**src/rtl/curport_pkg.sv**
```systemverilog
package curport_pkg;

    typedef logic [7:0] byte_t;

    // indirect index map
    localparam byte_t IX_XLO  = 8'h00;
    localparam byte_t IX_XHI  = 8'h01;
    localparam byte_t IX_YLO  = 8'h02;
    localparam byte_t IX_YHI  = 8'h03;
    localparam byte_t IX_HOTX = 8'h04;
    localparam byte_t IX_HOTY = 8'h05;
    localparam byte_t IX_CTRL = 8'h06;
    localparam byte_t IX_C0R  = 8'h08;
    localparam byte_t IX_RAL  = 8'h10;
    localparam byte_t IX_RAH  = 8'h11;
    localparam byte_t IX_RDAT = 8'h12;
    localparam byte_t IX_ID   = 8'hFF;

    localparam int NUM_COLOUR_BYTES = 6;

    // control entry bit positions
    localparam int CTRL_EN_BIT     = 0;
    localparam int CTRL_PLANAR_BIT = 7;

    typedef enum logic [1:0] {
        DSEL_NONE  = 2'd0,
        DSEL_INDEX = 2'd1,
        DSEL_DATA  = 2'd2
    } dsel_e;

endpackage

```
**src/rtl/curport_dir_decode.sv**
```systemverilog
module curport_dir_decode
    import curport_pkg::*;
#(
    parameter logic [2:0] INDEX_SLOT = 3'b100,
    parameter logic [2:0] DATA_SLOT  = 3'b101
) (
    input  logic       hi_sel,
    input  logic [1:0] addr,
    output dsel_e      dsel
);
    logic [2:0] slot;

    always_comb begin
        slot = {hi_sel, addr};
        if (slot == INDEX_SLOT)
            dsel = DSEL_INDEX;
        else if (slot == DATA_SLOT)
            dsel = DSEL_DATA;
        else
            dsel = DSEL_NONE;
    end
endmodule

```
**src/rtl/curport_cram_ptr.sv**
```systemverilog
module curport_cram_ptr #(
    parameter int AW = 10
) (
    input  logic          clk,
    input  logic          rst_n,
    input  logic          ld_lo,
    input  logic          ld_hi,
    input  logic          step,
    input  logic [7:0]    wdata,
    output logic [AW-1:0] ptr
);
    localparam int HI_W = AW - 8;

    logic [AW-1:0] ptr_d, ptr_q;

    always_comb begin
        ptr_d = ptr_q;
        if (ld_lo)
            ptr_d[7:0] = wdata;
        else if (ld_hi)
            ptr_d[AW-1:8] = wdata[HI_W-1:0];
        else if (step)
            ptr_d = ptr_q + 1'b1;
    end

    always_ff @(posedge clk or negedge rst_n) begin
        if (!rst_n)
            ptr_q <= '0;
        else
            ptr_q <= ptr_d;
    end

    assign ptr = ptr_q;

    assert_ptr_step_R10: assert property (@(posedge clk) disable iff (!rst_n)
        (step && !ld_lo && !ld_hi) |=> (ptr_q == AW'($past(ptr_q) + 1'b1)));

    assert_ptr_load_lo_R9: assert property (@(posedge clk) disable iff (!rst_n)
        ld_lo |=> (ptr_q[7:0] == $past(wdata)));
endmodule

```
**src/rtl/curport_ind_regs.sv**
```systemverilog
module curport_ind_regs
    import curport_pkg::*;
#(
    parameter int POS_W = 12,
    parameter int HOT_W = 6
) (
    input  logic             clk,
    input  logic             rst_n,
    input  logic             wr_en,
    input  byte_t            idx,
    input  byte_t            wdata,
    output byte_t            rd_val,
    output logic             rd_hit,
    output logic             cur_en,
    output logic             cur_planar,
    output logic [POS_W-1:0] cur_x,
    output logic [POS_W-1:0] cur_y,
    output logic [HOT_W-1:0] hot_x,
    output logic [HOT_W-1:0] hot_y,
    output logic [23:0]      col0,
    output logic [23:0]      col1
);
    localparam int    PHI_W    = POS_W - 8;
    localparam int    HOT_MAX  = (1 << HOT_W) - 1;
    localparam byte_t HOT_MAX8 = 8'(HOT_MAX);

    typedef struct packed {
        logic [POS_W-1:0]                     x;
        logic [POS_W-1:0]                     y;
        logic [HOT_W-1:0]                     hx;
        logic [HOT_W-1:0]                     hy;
        logic                                 en;
        logic                                 pl;
        logic [NUM_COLOUR_BYTES-1:0][7:0]     col;
    } ind_state_t;

    ind_state_t s_d, s_q;

    function automatic logic [HOT_W-1:0] sat_hot(input byte_t v);
        return (v > HOT_MAX8) ? HOT_W'(HOT_MAX) : v[HOT_W-1:0];
    endfunction

    always_comb begin
        s_d = s_q;
        if (wr_en) begin
            case (idx)
                IX_XLO:  s_d.x[7:0]       = wdata;
                IX_XHI:  s_d.x[POS_W-1:8] = wdata[PHI_W-1:0];
                IX_YLO:  s_d.y[7:0]       = wdata;
                IX_YHI:  s_d.y[POS_W-1:8] = wdata[PHI_W-1:0];
                IX_HOTX: s_d.hx           = sat_hot(wdata);
                IX_HOTY: s_d.hy           = sat_hot(wdata);
                IX_CTRL: begin
                    s_d.en = wdata[CTRL_EN_BIT];
                    s_d.pl = wdata[CTRL_PLANAR_BIT];
                end
                default: ;
            endcase
            for (int k = 0; k < NUM_COLOUR_BYTES; k++) begin
                if (idx == IX_C0R + 8'(k))
                    s_d.col[k] = wdata;
            end
        end
    end

    always_comb begin
        rd_val = '0;
        rd_hit = 1'b1;
        case (idx)
            IX_XLO:  rd_val = s_q.x[7:0];
            IX_XHI:  rd_val = 8'(s_q.x[POS_W-1:8]);
            IX_YLO:  rd_val = s_q.y[7:0];
            IX_YHI:  rd_val = 8'(s_q.y[POS_W-1:8]);
            IX_HOTX: rd_val = 8'(s_q.hx);
            IX_HOTY: rd_val = 8'(s_q.hy);
            IX_CTRL: begin
                rd_val[CTRL_EN_BIT]     = s_q.en;
                rd_val[CTRL_PLANAR_BIT] = s_q.pl;
            end
            default: rd_hit = 1'b0;
        endcase
        for (int k = 0; k < NUM_COLOUR_BYTES; k++) begin
            if (idx == IX_C0R + 8'(k)) begin
                rd_val = s_q.col[k];
                rd_hit = 1'b1;
            end
        end
    end

    always_ff @(posedge clk or negedge rst_n) begin
        if (!rst_n)
            s_q <= '0;
        else
            s_q <= s_d;
    end

    assign cur_en     = s_q.en;
    assign cur_planar = s_q.pl;
    assign cur_x      = s_q.x;
    assign cur_y      = s_q.y;
    assign hot_x      = s_q.hx;
    assign hot_y      = s_q.hy;
    assign col0       = {s_q.col[0], s_q.col[1], s_q.col[2]};
    assign col1       = {s_q.col[3], s_q.col[4], s_q.col[5]};

    assert_ctrl_enable_R7: assert property (@(posedge clk) disable iff (!rst_n)
        (wr_en && idx == IX_CTRL) |=> (cur_en == $past(wdata[CTRL_EN_BIT])));

    assert_hot_saturate_R6: assert property (@(posedge clk) disable iff (!rst_n)
        (wr_en && idx == IX_HOTX && wdata > HOT_MAX8) |=> (hot_x == HOT_W'(HOT_MAX)));

    assert_pos_hold_R12: assert property (@(posedge clk) disable iff (!rst_n)
        (wr_en && !rd_hit) |=> ($stable(cur_x) && $stable(cur_y)));
endmodule

```
**src/rtl/curport_host_if.sv**
```systemverilog
module curport_host_if
    import curport_pkg::*;
#(
    parameter int    CRAM_AW  = 10,
    parameter int    POS_W    = 12,
    parameter int    HOT_W    = 6,
    parameter byte_t ID_VALUE = 8'h5A
) (
    input  logic               clk,
    input  logic               rst_n,
    input  logic               host_cs,
    input  logic               host_we,
    input  logic               host_hi_sel,
    input  logic [1:0]         host_addr,
    input  logic [7:0]         host_wdata,
    output logic [7:0]         host_rdata,
    output logic               host_rd_valid,
    output logic               cram_we,
    output logic               cram_re,
    output logic [CRAM_AW-1:0] cram_addr,
    output logic [7:0]         cram_wdata,
    input  logic [7:0]         cram_rdata,
    output logic               cur_enable,
    output logic               cur_planar,
    output logic [POS_W-1:0]   cur_x,
    output logic [POS_W-1:0]   cur_y,
    output logic [HOT_W-1:0]   hot_x,
    output logic [HOT_W-1:0]   hot_y,
    output logic [23:0]        col0_rgb,
    output logic [23:0]        col1_rgb
);
    localparam int PTR_HI_W = CRAM_AW - 8;

    typedef struct packed {
        byte_t index;
        byte_t rdata;
        logic  rvalid;
    } top_state_t;

    top_state_t st_d, st_q;

    dsel_e               dsel;
    logic                data_acc, ind_wr, on_ram_port;
    logic                ld_lo, ld_hi, step;
    byte_t               rf_rd;
    logic                rf_hit;
    logic [CRAM_AW-1:0]  ptr;
    byte_t               rd_mux;

    curport_dir_decode u_dec (
        .hi_sel (host_hi_sel),
        .addr   (host_addr),
        .dsel   (dsel)
    );

    always_comb begin
        data_acc    = host_cs && (dsel == DSEL_DATA);
        ind_wr      = data_acc && host_we;
        on_ram_port = (st_q.index == IX_RDAT);
        ld_lo       = ind_wr && (st_q.index == IX_RAL);
        ld_hi       = ind_wr && (st_q.index == IX_RAH);
        step        = data_acc && on_ram_port;
    end

    curport_cram_ptr #(.AW(CRAM_AW)) u_ptr (
        .clk   (clk),
        .rst_n (rst_n),
        .ld_lo (ld_lo),
        .ld_hi (ld_hi),
        .step  (step),
        .wdata (host_wdata),
        .ptr   (ptr)
    );

    curport_ind_regs #(.POS_W(POS_W), .HOT_W(HOT_W)) u_regs (
        .clk        (clk),
        .rst_n      (rst_n),
        .wr_en      (ind_wr),
        .idx        (st_q.index),
        .wdata      (host_wdata),
        .rd_val     (rf_rd),
        .rd_hit     (rf_hit),
        .cur_en     (cur_enable),
        .cur_planar (cur_planar),
        .cur_x      (cur_x),
        .cur_y      (cur_y),
        .hot_x      (hot_x),
        .hot_y      (hot_y),
        .col0       (col0_rgb),
        .col1       (col1_rgb)
    );

    always_comb begin
        rd_mux = '0;
        case (dsel)
            DSEL_INDEX: rd_mux = st_q.index;
            DSEL_DATA: begin
                case (st_q.index)
                    IX_RAL:  rd_mux = ptr[7:0];
                    IX_RAH:  rd_mux = 8'(ptr[CRAM_AW-1:8]);
                    IX_RDAT: rd_mux = cram_rdata;
                    IX_ID:   rd_mux = ID_VALUE;
                    default: rd_mux = rf_hit ? rf_rd : 8'h00;
                endcase
            end
            default: rd_mux = '0;
        endcase
    end

    always_comb begin
        st_d        = st_q;
        st_d.rvalid = host_cs && !host_we;
        if (host_cs && !host_we)
            st_d.rdata = rd_mux;
        if (host_cs && host_we && dsel == DSEL_INDEX)
            st_d.index = host_wdata;
    end

    always_ff @(posedge clk or negedge rst_n) begin
        if (!rst_n)
            st_q <= '0;
        else
            st_q <= st_d;
    end

    assign host_rdata    = st_q.rdata;
    assign host_rd_valid = st_q.rvalid;
    assign cram_we       = ind_wr && on_ram_port;
    assign cram_re       = data_acc && !host_we && on_ram_port;
    assign cram_addr     = ptr;
    assign cram_wdata    = host_wdata;

    assert_rvalid_after_read_R13: assert property (@(posedge clk) disable iff (!rst_n)
        (host_cs && !host_we) |=> host_rd_valid);

    assert_rdata_hold_R13: assert property (@(posedge clk) disable iff (!rst_n)
        !(host_cs && !host_we) |=> $stable(host_rdata));

    assert_ramwe_from_host_R10: assert property (@(posedge clk) disable iff (!rst_n)
        cram_we |-> (host_cs && host_we && !cram_re));

    assert_index_load_R3: assert property (@(posedge clk) disable iff (!rst_n)
        (host_cs && host_we && {host_hi_sel, host_addr} == 3'b100)
            |=> (st_q.index == $past(host_wdata)));
endmodule

```
**config.mk**
```make
export PLATFORM = sky130hd
export DESIGN_NAME = curport_host_if
export DESIGN_NICKNAME = d
export VERILOG_FILES = /design/src/rtl/curport_pkg.sv /design/src/rtl/curport_dir_decode.sv /design/src/rtl/curport_cram_ptr.sv /design/src/rtl/curport_ind_regs.sv /design/src/rtl/curport_host_if.sv
export SDC_FILE = /design/constraint.sdc
export NUM_CORES = 1
export LEC_CHECK = 0
export ABC_AREA = 1
export BUFFER_PORTS_ARGS = -buffer_cell sky130_fd_sc_hd__buf_2
export CORE_MARGIN = 5
export CORE_UTILIZATION = 50
export DETAILED_ROUTE_END_ITERATION = 10
export GPL_TIMING_DRIVEN = 0
export PLACE_DENSITY = 0.75
export SLEW_MARGIN = 20
export SYNTH_ARGS = -nofsm -noshare
export SYNTH_HDL_FRONTEND = slang
export SYNTH_HIERARCHICAL = 1
export SYNTH_SLANG_ARGS = --single-unit
```
**constraint.sdc**
```tcl
create_clock -name clk -period 3.4 [get_ports clk]
set_clock_uncertainty 0.2 [all_clocks]
set_input_delay 0.17 -clock clk [delete_from_list [all_inputs] [get_ports clk]]
set_output_delay 0.17 -clock clk [all_outputs]
set_load 0.05 [all_outputs]
```
Word-level counts from Yosys, hierarchy flattened
Cells that the tools add are included.

Output and inout port bits: 115. Register bits: 113. Word-level logic and storage cells: 100.

Equal/unequal tests: 21. Add/sub/neg operators: 1. $lt $le $gt $ge: 1. Reductions and logical operators: 31. Mux-type cells: 26. Bitwise logic cells: 1.

Operator list (number): $mux 8 (9); $eq 8x4->1 const B (6); $pmux 6 s6 (1); $pmux 8 s4 (1); $reduce_and 2->1 (15); $eq 8x3->1 const B (3); $eq 8x5->1 const B (3); $eq 8x2->1 const B (2); $pmux 8 s2 (1); $logic_and 1x1->1 (11); $add 10x1->10 const B (1); $mux 10 (1); $eq 8x1->1 const B (1); $eq 8x8->1 const B (1); $gt 8x6->1 const B (1); $logic_not 8->1 (1); $mux 1 (7); $pmux 1 s7 (1); $reduce_or 7->1 (1); $eq 3x3->1 const B (2); $mux 2 (3); $mux 6 (1); $reduce_bool 2->1 (2); $pmux 1 s3 (1); other kinds (5) (5).

Depth between registers and ports, before layout
Gate-level depths: netlist (run 1).

Word-level depth: 12. Mapped depth: 23.

By module
The synthesis (run 1) kept the hierarchy.

Modules (own cells, without submodules): curport_ind_regs (seq. area each 2152.1 sq um, times used 1, area an instance 4137.7 sq um, cells an instance 519); curport_host_if (seq. area each 425.4 sq um, times used 1, area an instance 1372.6 sq um, cells an instance 210); curport_cram_ptr (seq. area each 250.2 sq um, times used 1, area an instance 646.9 sq um, cells an instance 91); curport_dir_decode (seq. area each 0.0 sq um, times used 1, area an instance 18.8 sq um, cells an instance 5).

Worst setup path before layout (run 1)
Ideal clock, no wire load.

Path kind: register -> output. From: reg st_q[9] (netlist name). To: out cram_re. Data required time: 3.030 ns. Buffers on the path: 0. Arrival: 1.987 ns. Stages on the path, launching flop included: 6. Slack: 1.043 ns. Cell sequence: dfrtp_1 inv_2 nand2_1 nor2_4 nand2_1 nor3_1.

Cells in the longest elaborated chain, start to end: 2.

RTL lines: start: declaration (RTL line curport_host_if.sv:40) `top_state_t st_d, st_q;`; start signal: assignment (RTL line curport_host_if.sv:123) `st_q <= st_d;`; $eq 8x5->1 (RTL line curport_host_if.sv:59) `on_ram_port = (st_q.index == IX_RDAT);`; $logic_and 1x1->1 (RTL line curport_host_if.sv:129) `assign cram_re = data_acc && !host_we && on_ram_port;`; end: declaration (RTL line curport_host_if.sv:19) `output logic cram_re,`.

Every way passes these cells.

Worst setup path after layout (run 1)
From: reg st_q[10] (netlist name). To: reg st_q, in the netlist host_rdata[3].

Cells in the longest elaborated chain, start to end: 12.

RTL lines: $eq 8x1->1 (tied with other cells) (RTL line curport_ind_regs.sv:69) `case (idx)`; $reduce_or 7->1 (no line); $mux 1 (RTL line curport_ind_regs.sv:69); $mux 1 (5 in a row) (RTL line curport_ind_regs.sv:83) `if (idx == IX_C0R + 8'(k)) begin`; $mux 1 * (RTL line curport_ind_regs.sv:83); named net rf_hit (RTL line curport_host_if.sv:46) `logic rf_hit;`; $mux 8 * (RTL line curport_host_if.sv:103) `default: rd_mux = rf_hit ? rf_rd : 8'h00;`; $pmux 8 s4 * (RTL line curport_host_if.sv:98) `case (st_q.index)`; $pmux 8 s2 * (RTL line curport_host_if.sv:95) `case (dsel)`.

Mark *: on every way through the listed nets, which the timed path passes. The rest lies on a longest branch. A chain may end at the register's enable or synchronous reset.

==> impl_metrics.toml, run 1 <==
[critical_path]
start_kind = "flip-flop"
r2r-end = "host_rdata[3]"
reg2reg_slack_ps = 570
worst_r2r_path_depth = 19
end_kind = "flip-flop"
cp.arrival_ps = 2940
required_ps = 3510
critical_path_class = "flip-flop to flip-flop"
crit_fanout = 10
r2r_start = "st_q[10]"

[floorplan]
core_area_sq_um = 12100
die_y_microns = 121
dieWidth_microns = 121
dieArea_sq_um = 14700
initial_core_util_pct = 51.2
pin_count = 138
rows = 40

[run]
maxCapViolCount = 0

[place]
gp_congestion = 0.970
portBuffers = 137
dpl.hpwl_mm = 13.9
placed_cell_area_sq_um = 7110

[timing]
fin_tns_setup_ps = 0
tightest_slew_ps = 781
maxSlewViolCount = 0
timing.final.crit_share_pct = 83.1
setup_viol = 0
final_hold_viol_count = 0
period_minus_slack_ps = 2830
max_freq_ghz = 0.354
grt_setup_unrepaired = "false"
max-slew-margin-rel_pct = 48.0

[routing]
wl_per_cell_microns = 16.2
route.met3.wl_mm = 1.69
totalWireLength_mm = 19.0
dr_wl_met2_mm = 8.67
drt-met1-wl_mm = 8.08
topRoutingLayerUsed = "met4"
drc = 0
num_vias = 6260
viasPerCell = 5.34
antenna_left = 0
first_pass_iters = 5
drt_iter0_drc = 718

[yosys]
synth_xor_area_share_pct = 0.425
muxShareOfSynthArea_pct = 0.182
avgSynthCellArea_sq_um = 7.49
syn_nets = 851
synth-seq-cells = 113
synth_compound_area_share_pct = 11.2
synthFlopType = "dfrtp_1"
synth-seq-area-share_pct = 45.8
synthAdderAreaFrac_pct = 0.608
yosysUniqueCellTypes = 38
async_flop_share_pct = 100
yosys_warnings = 6
synth_edf_count = 0
synth_top_family_by_area = "simple AND/OR/NAND/NOR gates"
post_synth_and_or_nand_nor_area_fraction_pct = 32.8
netlist_area_sq_um = 6180
synthCells = 825

[grt]
grt_overflow = 0
first_global_vias = 5753
grt_max_degree = 62
antenna_found_initial = 0
grt_first_pass_wirelength_mm = 29.9
grt_usage_pct = 26.3

[clock_network]
worstSkewPairLatency_ps = 420
cts_setup_buffers = 0
cts_buffer_depth = 2
post_cts_resized = 0
cts.sinks = 113
cts_tree = "done"
clk_pin_slew_ps = 50
cts_hold_buf = 9
cts_buffers = 17
cts_root_buffer = "clkbuf_16"
h-tree-depth = 4

[final_layout]
fin_area_sq_um = 7850
final_nets = 1017
n_antenna_cell = 0
drive_gt1_share_pct = 25.0
fillCellCount = 1096
syn2layout_area_growth_pct = 27.0

[min_path]
hold_path.class = "input pin to flip-flop"
min_from = "host_cs"
whs_path_depth = 3
hold_path_end = "host_rd_valid"

[run_status]
status = "complete, no violations"

[pwr]
power_density_nw_per_um2 = 475
p_leak_nw = 4.27
peakVddDrop_mv = 0.440
-- layer usage --
metal	track usage [%]	vias up
met5	0	-
met4	10.2	0
met3	6.29	53
met2	40.5	330
met1	36.1	2916
li1	-	2961
-- power breakdown --
part | internal, mW | total [mW] | switching, mW
registers | 1.38 | 1.42 | 0.0469
clock network | 1.31 | 1.95 | 0.636
logic | 0.0950 | 0.356 | 0.261
-- state kept, by name, indices dropped and copies added (netlist names), 6 cells and up --
| name | flops |
|---|---|
| u_regs/col0 | 24 |
| st_q | 8 |
| u_regs/cur_y | 12 |
| u_regs/hot_x | 6 |
| u_ptr/ptr | 10 |
| u_regs/col1 | 24 |
| u_regs/hot_y | 6 |
| host_rdata | 8 |
| u_regs/cur_x | 12 |
-- Yosys cell counts (7+ instances only) --
library cell  number  area, sq um
nand2_1          295         1110
dfrtp_1          113         2830
o21ai_0           81          405
nor2_1            65          244
inv_1             61          229
nand3_1           52          260
buf_4             19          143
a21oi_1           16         80.1
inv_2             12         45.0
buf_2             11         55.1
nand4_1            9         56.3
nor3_1             8         40.0
clkbuf_1           7         26.3
nor2_4             7         78.8
-- critical path: stages (launching register included) --
cell and delay [ps]:
dfrtp_1 510, inv_1 100, nand2_1 240, inv_1 120
nand2_1 110, inv_1 60, buf_2 170, nor2_1 110
inv_1 70, a21oi_1 150, nand4_1 110, buf_1 200
nand2_1 110, nand3_2 70, nand2_1 70, inv_1 40
nand2_1 80, nand2_1 60, nand2_1 60, nand2_1 50
-- cell families (layout without fill, tap and decap cells) --
family                     Yosys count  count (layout)
AOI/OAI and AO/OA                  125             125
DFF                                113             113
buffers and inverters              116             295
and+or+nand+nor                    464             464
adders and majority gates            3               3
muxes                                1               1
xor gates and xnor gates             3               3
-- layout make-up --
class,count,area [sq um],share of cell area (%)
Sequential cell,113,2830,36.0
Multi-Input combinational cell,596,2790,35.6
Timing Repair Buffer,147,810,10.3
Clock buffer,18,439,5.60
Buffer,43,284,3.62
Inverter,73,274,3.49
Clock inverter,14,211,2.69
Tap cell,168,210,2.68
-- worst max path at each step --
stage	startpoint	endpoint	slack, ps	depth (start not counted)
5_1_grt	st_q[10]	host_rdata[3]	340	19
3_3_place_gp	rst_n	host_rd_valid	610	1
2_1_floorplan	st_q[9]	cram_re	1040	5
3_5_place_dp	st_q[16]	host_rdata[6]	650	18
4_1_cts	st_q[10]	host_rdata[5]	620	17
6_report	st_q[10]	host_rdata[3]	570	19
-- stage by stage --
| step | cells | hold WS [ps] | setup WS [ps] | util, % | power [mW] |
|---|---|---|---|---|---|
| floorplan | 825 | -326 | 1040 | - | 1.66 |
| detailed placement | 1131 | -42.3 | 654 | 58.9 | 1.79 |
| CTS | 1172 | 3.16 | 624 | 65.1 | 3.74 |
| finish | 1172 | 19.1 | 573 | 65.1 | 3.73 |
| global placement | 1130 | 266 | 608 | 58.6 | 1.78 |
| global route | 1172 | 54.2 | 337 | 65.1 | 3.85 |
-- cell usage in the layout, fill, tap and decap left out, types with 2 or more instances in the layout --
cell	Yosys	final
buf_6	5	6
nand3_1	52	52
dlygate4sd3_1	0	9
clkinv_2	0	3
nand2_2	4	4
inv_2	12	12
nand4_1	9	9
ha_1	3	3
clkinvlp_4	0	5
inv_1	61	61
a31oi_1	6	6
o21ai_0	81	81
xor2_1	3	3
or2_2	6	6
buf_2	11	147
bufinv_16	0	5
o211ai_1	5	5
nand2_1	295	295
a211oi_1	3	3
dfrtp_1	113	113
nand2_4	2	2
nor2_2	4	4
clkbuf_1	7	7
nor3_1	8	8
o21a_1	6	6
nor2_4	7	7
buf_4	19	19
nor2_1	65	65
o21bai_1	2	2
clkbuf_16	0	17
a21oi_1	16	16
o21ai_1	5	5
nand3_2	5	5
No activity file was read; power rests on OpenSTA's default activity.
==> run 2: changes to the inputs <==
CORE_UTILIZATION = 49   (was 50)
PLACE_DENSITY = 0.76   (was 0.75)
clock period = 2.3 ns   (was 3.4 ns; I/O delays follow)
==> run 2 against run 1 <==
  * Sequential power increased by 48%
  * Global-route usage increased by 0.99 points
  * Die area increased by 1.9%
  * Non-clock buffer count increased by 39
  * Maximum frequency increased by 15%
  * Setup slack got worse by 740 ps
  * Hold slack about the same
  * The run now ends with setup timing left
==> impl_metrics.toml, run 2 (same netlist as run 1, synthesis figures left out) <==
[run_status]
status = "finished with violations"
violations = "setup timing"

[pwr]
totalPowerFinal_mw = 5.53
p_leak_nw = 4.55
power_density_nw_per_um2 = 659
peakVddDrop_mv = 0.462

[clock_network]
cts.sinks = 113
h-tree-depth = 4
cts_tree = "done"
cts_buffer_depth = 2
clk_pin_slew_ps = 50
cts_buffers = 17
cts_root_buffer = "clkbuf_16"
worstSkewPairLatency_ps = 410

[grt]
antenna_found_initial = 0
grt_overflow = 0
grt_usage_pct = 27.3
grt_max_degree = 68
grt_first_pass_wirelength_mm = 31.1
first_global_vias = 5936

[critical_path]
critical_path_class = "flip-flop to flip-flop"
worst_r2r_path_depth = 17
end_kind = "flip-flop"
required_ps = 2390
cp.arrival_ps = 2550
r2r_start = "st_q[15]"
start_kind = "flip-flop"
cp-startpoint = "st_q[15]"
crit_fanout = 8

[routing]
first_pass_iters = 8
antenna_left = 0
drc = 0
wl_per_cell_microns = 17.3
viasPerCell = 5.40
drt_iter0_drc = 725
num_vias = 6543
totalWireLength_mm = 21.0

[final_layout]
final_cell_mix = "273 x nand2_1, 144 x buf_2, 109 x dfrtp_1"
fillCellCount = 1034
syn2layout_area_growth_pct = 35.8
final_cells = 1212
final_nets = 1056
fin_area_sq_um = 8390
n_antenna_cell = 0
drive_gt1_share_pct = 32.4
final_common_cell = "nand2_1"

[min_path]
whs_path_depth = 7
hold_path.class = "input pin to flip-flop"
min_from = "cram_rdata[0]"

[timing]
maxSlewViolCount = 0
period_minus_slack_ps = 2460
final_hold_viol_count = 0
timing.final.crit_share_pct = 107
max-slew-margin-rel_pct = 49.9
grt_setup_unrepaired = "true"
setup_slack_ps = -162
tightest_slew_ps = 752
max_freq_ghz = 0.406
setup_viol = 8

[place]
dp_cells = 1135
gp_congestion = 0.939
dpl.hpwl_mm = 14.3
portBuffers = 137
placed_cell_area_sq_um = 7110

[floorplan]
dieArea_sq_um = 14900
core_area_sq_um = 12500
pin_count = 138
dieWidth_microns = 122
rows = 41
initial_core_util_pct = 49.5
die_y_microns = 122

[run]
maxCapViolCount = 0
## run 2: changes by cell type in the layout (fill, tap and decap cells not counted), sizes merged
cell,change
clkbuf,+1
clkinvlp,-2
bufinv,-1
dlygate4sd3,+3
buf,+36
inv,-1
## run 2: critical path, cell delays in order (launching register included)
cell	delay, ps
dfrtp_1	360
nor2_2	50
nand2_2	120
buf_8	170
inv_2	80
buf_2	160
nand3_1	90
nand2_2	80
nor2_1	90
nand4_1	100
nor2_1	130
nand4_1	170
nand2_1	130
nand3_1	90
nand3_1	150
nand2_1	70
nand2_1	60
nand2_1	50
## run 2: final timing paths
kind | end | slack [ps]
max | host_rdata[5] | -160
min | host_rdata[0] | 20
max reg2reg | host_rdata[5] | -160
min reg2reg | host_rdata[1] | 270
max in group asynchronous | st_q[12] | 1170
min in group asynchronous | u_regs/cur_x[7] | 30
## run 2: repair_timing
| item | CTS | global route |
|---|---|---|
| setup buffers | 16 | 20 |
| endpoints found under the hold margin | 142 | 0 |
| hold buffers | 12 | 0 |
| cloned | 0 | 1 |
| resized for setup | 45 | 41 |
| pin swaps | 5 | 30 |
| setup endpoints to repair | 8 | 27 |
## run 2: metrics by stage
| step | worst slack [ps] | TNS [ps] | utilization, % | hold WS (ps) |
|---|---|---|---|---|
| final | -162 | -874 | 67.3 | 19.2 |
| after CTS | -65.2 | -214 | 65.0 | 3.43 |
| after global placement | -523 | -56090 | 56.8 | 227 |
| after floorplan | -1.74 | -3.48 | - | -381 |
| after global routing | -360 | -2560 | 67.3 | 73.0 |
| after detailed placement | -523 | -14140 | 57.0 | -126 |
## run 2: area by class of cell
cell class | count | area (sq um) | share of cell area (%)
Clock buffer | 19 | 453 | 5.40
Sequential cell | 113 | 2830 | 33.8
Inverter | 73 | 279 | 3.33
Timing Repair Buffer | 187 | 1150 | 13.7
Buffer | 42 | 308 | 3.67
Clock inverter | 10 | 161 | 1.92
Tap cell | 172 | 215 | 2.57
Multi-Input combinational cell | 596 | 2990 | 35.6
## run 2: per-layer routing
metal	vias up	track usage (%)	routed length [microns]
met5	-	0	0
met4	0	10.3	665
met3	64	6.27	1910
met2	380	42.5	9740
met1	3043	37.5	8670
li1	3056	-	-
## run 2: power breakdown
part | switching, mW | leakage (nW) | internal, mW | total, mW
logic | 0.471 | 2.73 | 0.215 | 0.687
clock network | 0.899 | 0.293 | 1.85 | 2.74
registers | 0.0598 | 1.53 | 2.04 | 2.10
total | 1.43 | 4.55 | 4.10 | 5.53
==> run 3: changes to the inputs <==
CORE_ASPECT_RATIO = 0.9   (was unset)
==> run 3 against run 2 <==
  * The run ends with hold timing, setup timing left
  * Register-to-register slack got worse by 70 ps
  * Critical path depth rose by 4
  * Utilization rose by 3.3 points
  * Sequential power barely moved
  * Setup slack got worse by 75 ps
  * Via count rose by 4.7%
  * Die area barely moved
  * Global-route usage rose by 0.60 points
  * Total power rose by 3.5%
  * Cell count rose by 0.33%
  * Flip-flop and latch count did not move
==> impl_metrics.toml, run 3 (same netlist as run 1, synthesis figures left out) <==
[place]
gp_congestion = 0.953
portBuffers = 137
dp_cells = 1123
dpl.hpwl_mm = 13.9

[timing]
tightest_slew_ps = 792
grt_setup_unrepaired = "true"
maxSlewViolCount = 0
max-slew-margin-rel_pct = 47.2
setup_viol = 19
final_hold_viol_count = 4
max_freq_ghz = 0.394
setup_slack_ps = -237
fin_hold_ws_ps = -5.73
period_minus_slack_ps = 2540
timing.final.crit_share_pct = 110

[grt]
grt_usage_pct = 27.9
grt_overflow = 0
antenna_found_initial = 0
first_global_vias = 6110
grt_max_degree = 69
grt_first_pass_wirelength_mm = 32.1

[clock_network]
cts_buffer_depth = 2
clk_pin_slew_ps = 60
h-tree-depth = 4
cts.sinks = 113
cts_root_buffer = "clkbuf_16"
cts_buffers = 17
worstSkewPairLatency_ps = 410
cts_tree = "done"

[critical_path]
cp_slowest_cell = "dfrtp_1"
cp_slowest_stage_delay_ps = 360
crit_chain = "nor2_1, nand2_2, buf_8, inv_6, buf_6, nand3_1, nand2_1, nor2_2, nand3_1, nand2_1, nand2_1, nand2_1, nand3_2, nand2_1, nand3_2, nand2_1, inv_1, nand2_1, nand2_1, nand2_1, nand2_1"
required_ps = 2410
cp.arrival_ps = 2650
start_kind = "flip-flop"
crit_fanout = 5
cp_common_cell = "nand2_1"
critical_path_class = "flip-flop to flip-flop"
end_kind = "flip-flop"
crit_buf_inv = 4
crit_family = "simple AND/OR/NAND/NOR gates"

[routing]
drc = 0
viasPerCell = 5.63
antenna_left = 0
num_vias = 6848
wl_per_cell_microns = 18.0
first_pass_iters = 6
totalWireLength_mm = 21.8
drt_iter0_drc = 893

[final_layout]
syn2layout_area_growth_pct = 39.6
drive_gt1_share_pct = 35.5
final_common_cell = "nand2_1"
final_cell_mix = "264 x nand2_1, 142 x buf_2, 109 x dfrtp_1"
n_antenna_cell = 0
final_cells = 1216
final_nets = 1070

[pwr]
totalPowerFinal_mw = 5.72
power_density_nw_per_um2 = 664
clockPowerShare_pct = 50.0
peakVddDrop_mv = 0.579
switching_share_pct = 26.4
p_sw_mw = 1.51
p_leak_nw = 4.65
seqPwrFrac_pct = 36.8
p_int_mw = 4.21
p_comb_share_pct = 13.2

[run_status]
violations = "hold timing, setup timing"
status = "finished with violations"

[run]
maxCapViolCount = 0

[min_path]
hold_path.class = "input pin to async pin"

[floorplan]
dieWidth_microns = 128
die_y_microns = 117
initial_core_util_pct = 50.5
rows = 38
core_area_sq_um = 12200
dieArea_sq_um = 15000
pin_count = 138
## run 3: cell count changes in the layout (fill, tap and decap cells not counted), sizes merged
cell	before	now
buf	210	223
clkbuf	26	30
clkinvlp	3	2
## run 3: timing repair
action | CTS | global route
setup endpoints to repair | 8 | 25
cloned | 1 | 1
setup buffers | 17 | 33
gates resized for setup | 48 | 74
hold buffers | 12 | 0
hold endpoints to repair | 142 | 0
pin swaps | 13 | 34
## run 3: area by class of cell
| type | instances | area [sq um] |
|---|---|---|
| fillers | 940 | 3600 |
| multi-input cells | 596 | 3090 |
| flip-flops and latches | 113 | 2830 |
| repair buffers | 201 | 1260 |
| clock buffers | 22 | 484 |
| plain buffers | 42 | 310 |
| inverters | 73 | 289 |
| well taps | 160 | 200 |
| clock inverters | 9 | 154 |
## run 3: metrics by stage
| stage | util [%] | hold slack (ps) | TNS (ps) | setup WS, ps | area, sq um |
|---|---|---|---|---|---|
| 2_1_floorplan | - | -381 | -3.48 | -1.74 | 6180 |
| 3_3_place_gp | 57.8 | 219 | -58010 | -445 | 7060 |
| 3_5_place_dp | 58.1 | -129 | -11490 | -452 | 7100 |
| 4_1_cts | 66.7 | 6.69 | -606 | -111 | 8160 |
| 5_1_grt | 70.6 | 31.5 | -5550 | -321 | 8620 |
| 6_report | 70.6 | -5.73 | -1610 | -237 | 8620 |
## run 3: worst paths after layout
kind	from	endpoint	slack, ps	cells after the start
setup / recovery	st_q[16]	host_rdata[0]	-240	21
hold / removal	rst_n	u_regs/cur_x[11]	-6	2
setup reg to reg	st_q[16]	host_rdata[0]	-240	21
hold reg to reg	host_rdata[1]	host_rdata[1]	270	2
max in group asynchronous	rst_n	u_ptr/ptr[3]	1230	3
min in group clk	cram_rdata[1]	host_rdata[1]	30	9
## run 3: routing by layer
layer | wire length (microns) | share of wire (%) | GRT usage, % | vias up
met5 | 0 | 0 | 0 | -
met4 | 566 | 2.6 | 7.78 | 0
met3 | 2510 | 12 | 6.13 | 71
met2 | 10200 | 47 | 44.3 | 465
met1 | 8600 | 39 | 39.0 | 3246
li1 | - | - | - | 3066
## run 3: power by group through the flow
stage	registers [mW]	logic [mW]	clock network, mW
floorplan	2.16	0.302	0
global placement	2.14	0.496	0
detailed placement	2.14	0.510	0
CTS	2.10	0.632	2.85
global route	2.11	0.804	2.95
finish	2.11	0.757	2.86
## run 3: worst reg2reg max path, delay by kind of cell, from the launching register on
kind | cells | cell delay, ps
buffers and inverters | 4 | 390
AND/OR/NAND/NOR | 17 | 1480
flip-flops | 1 | 360
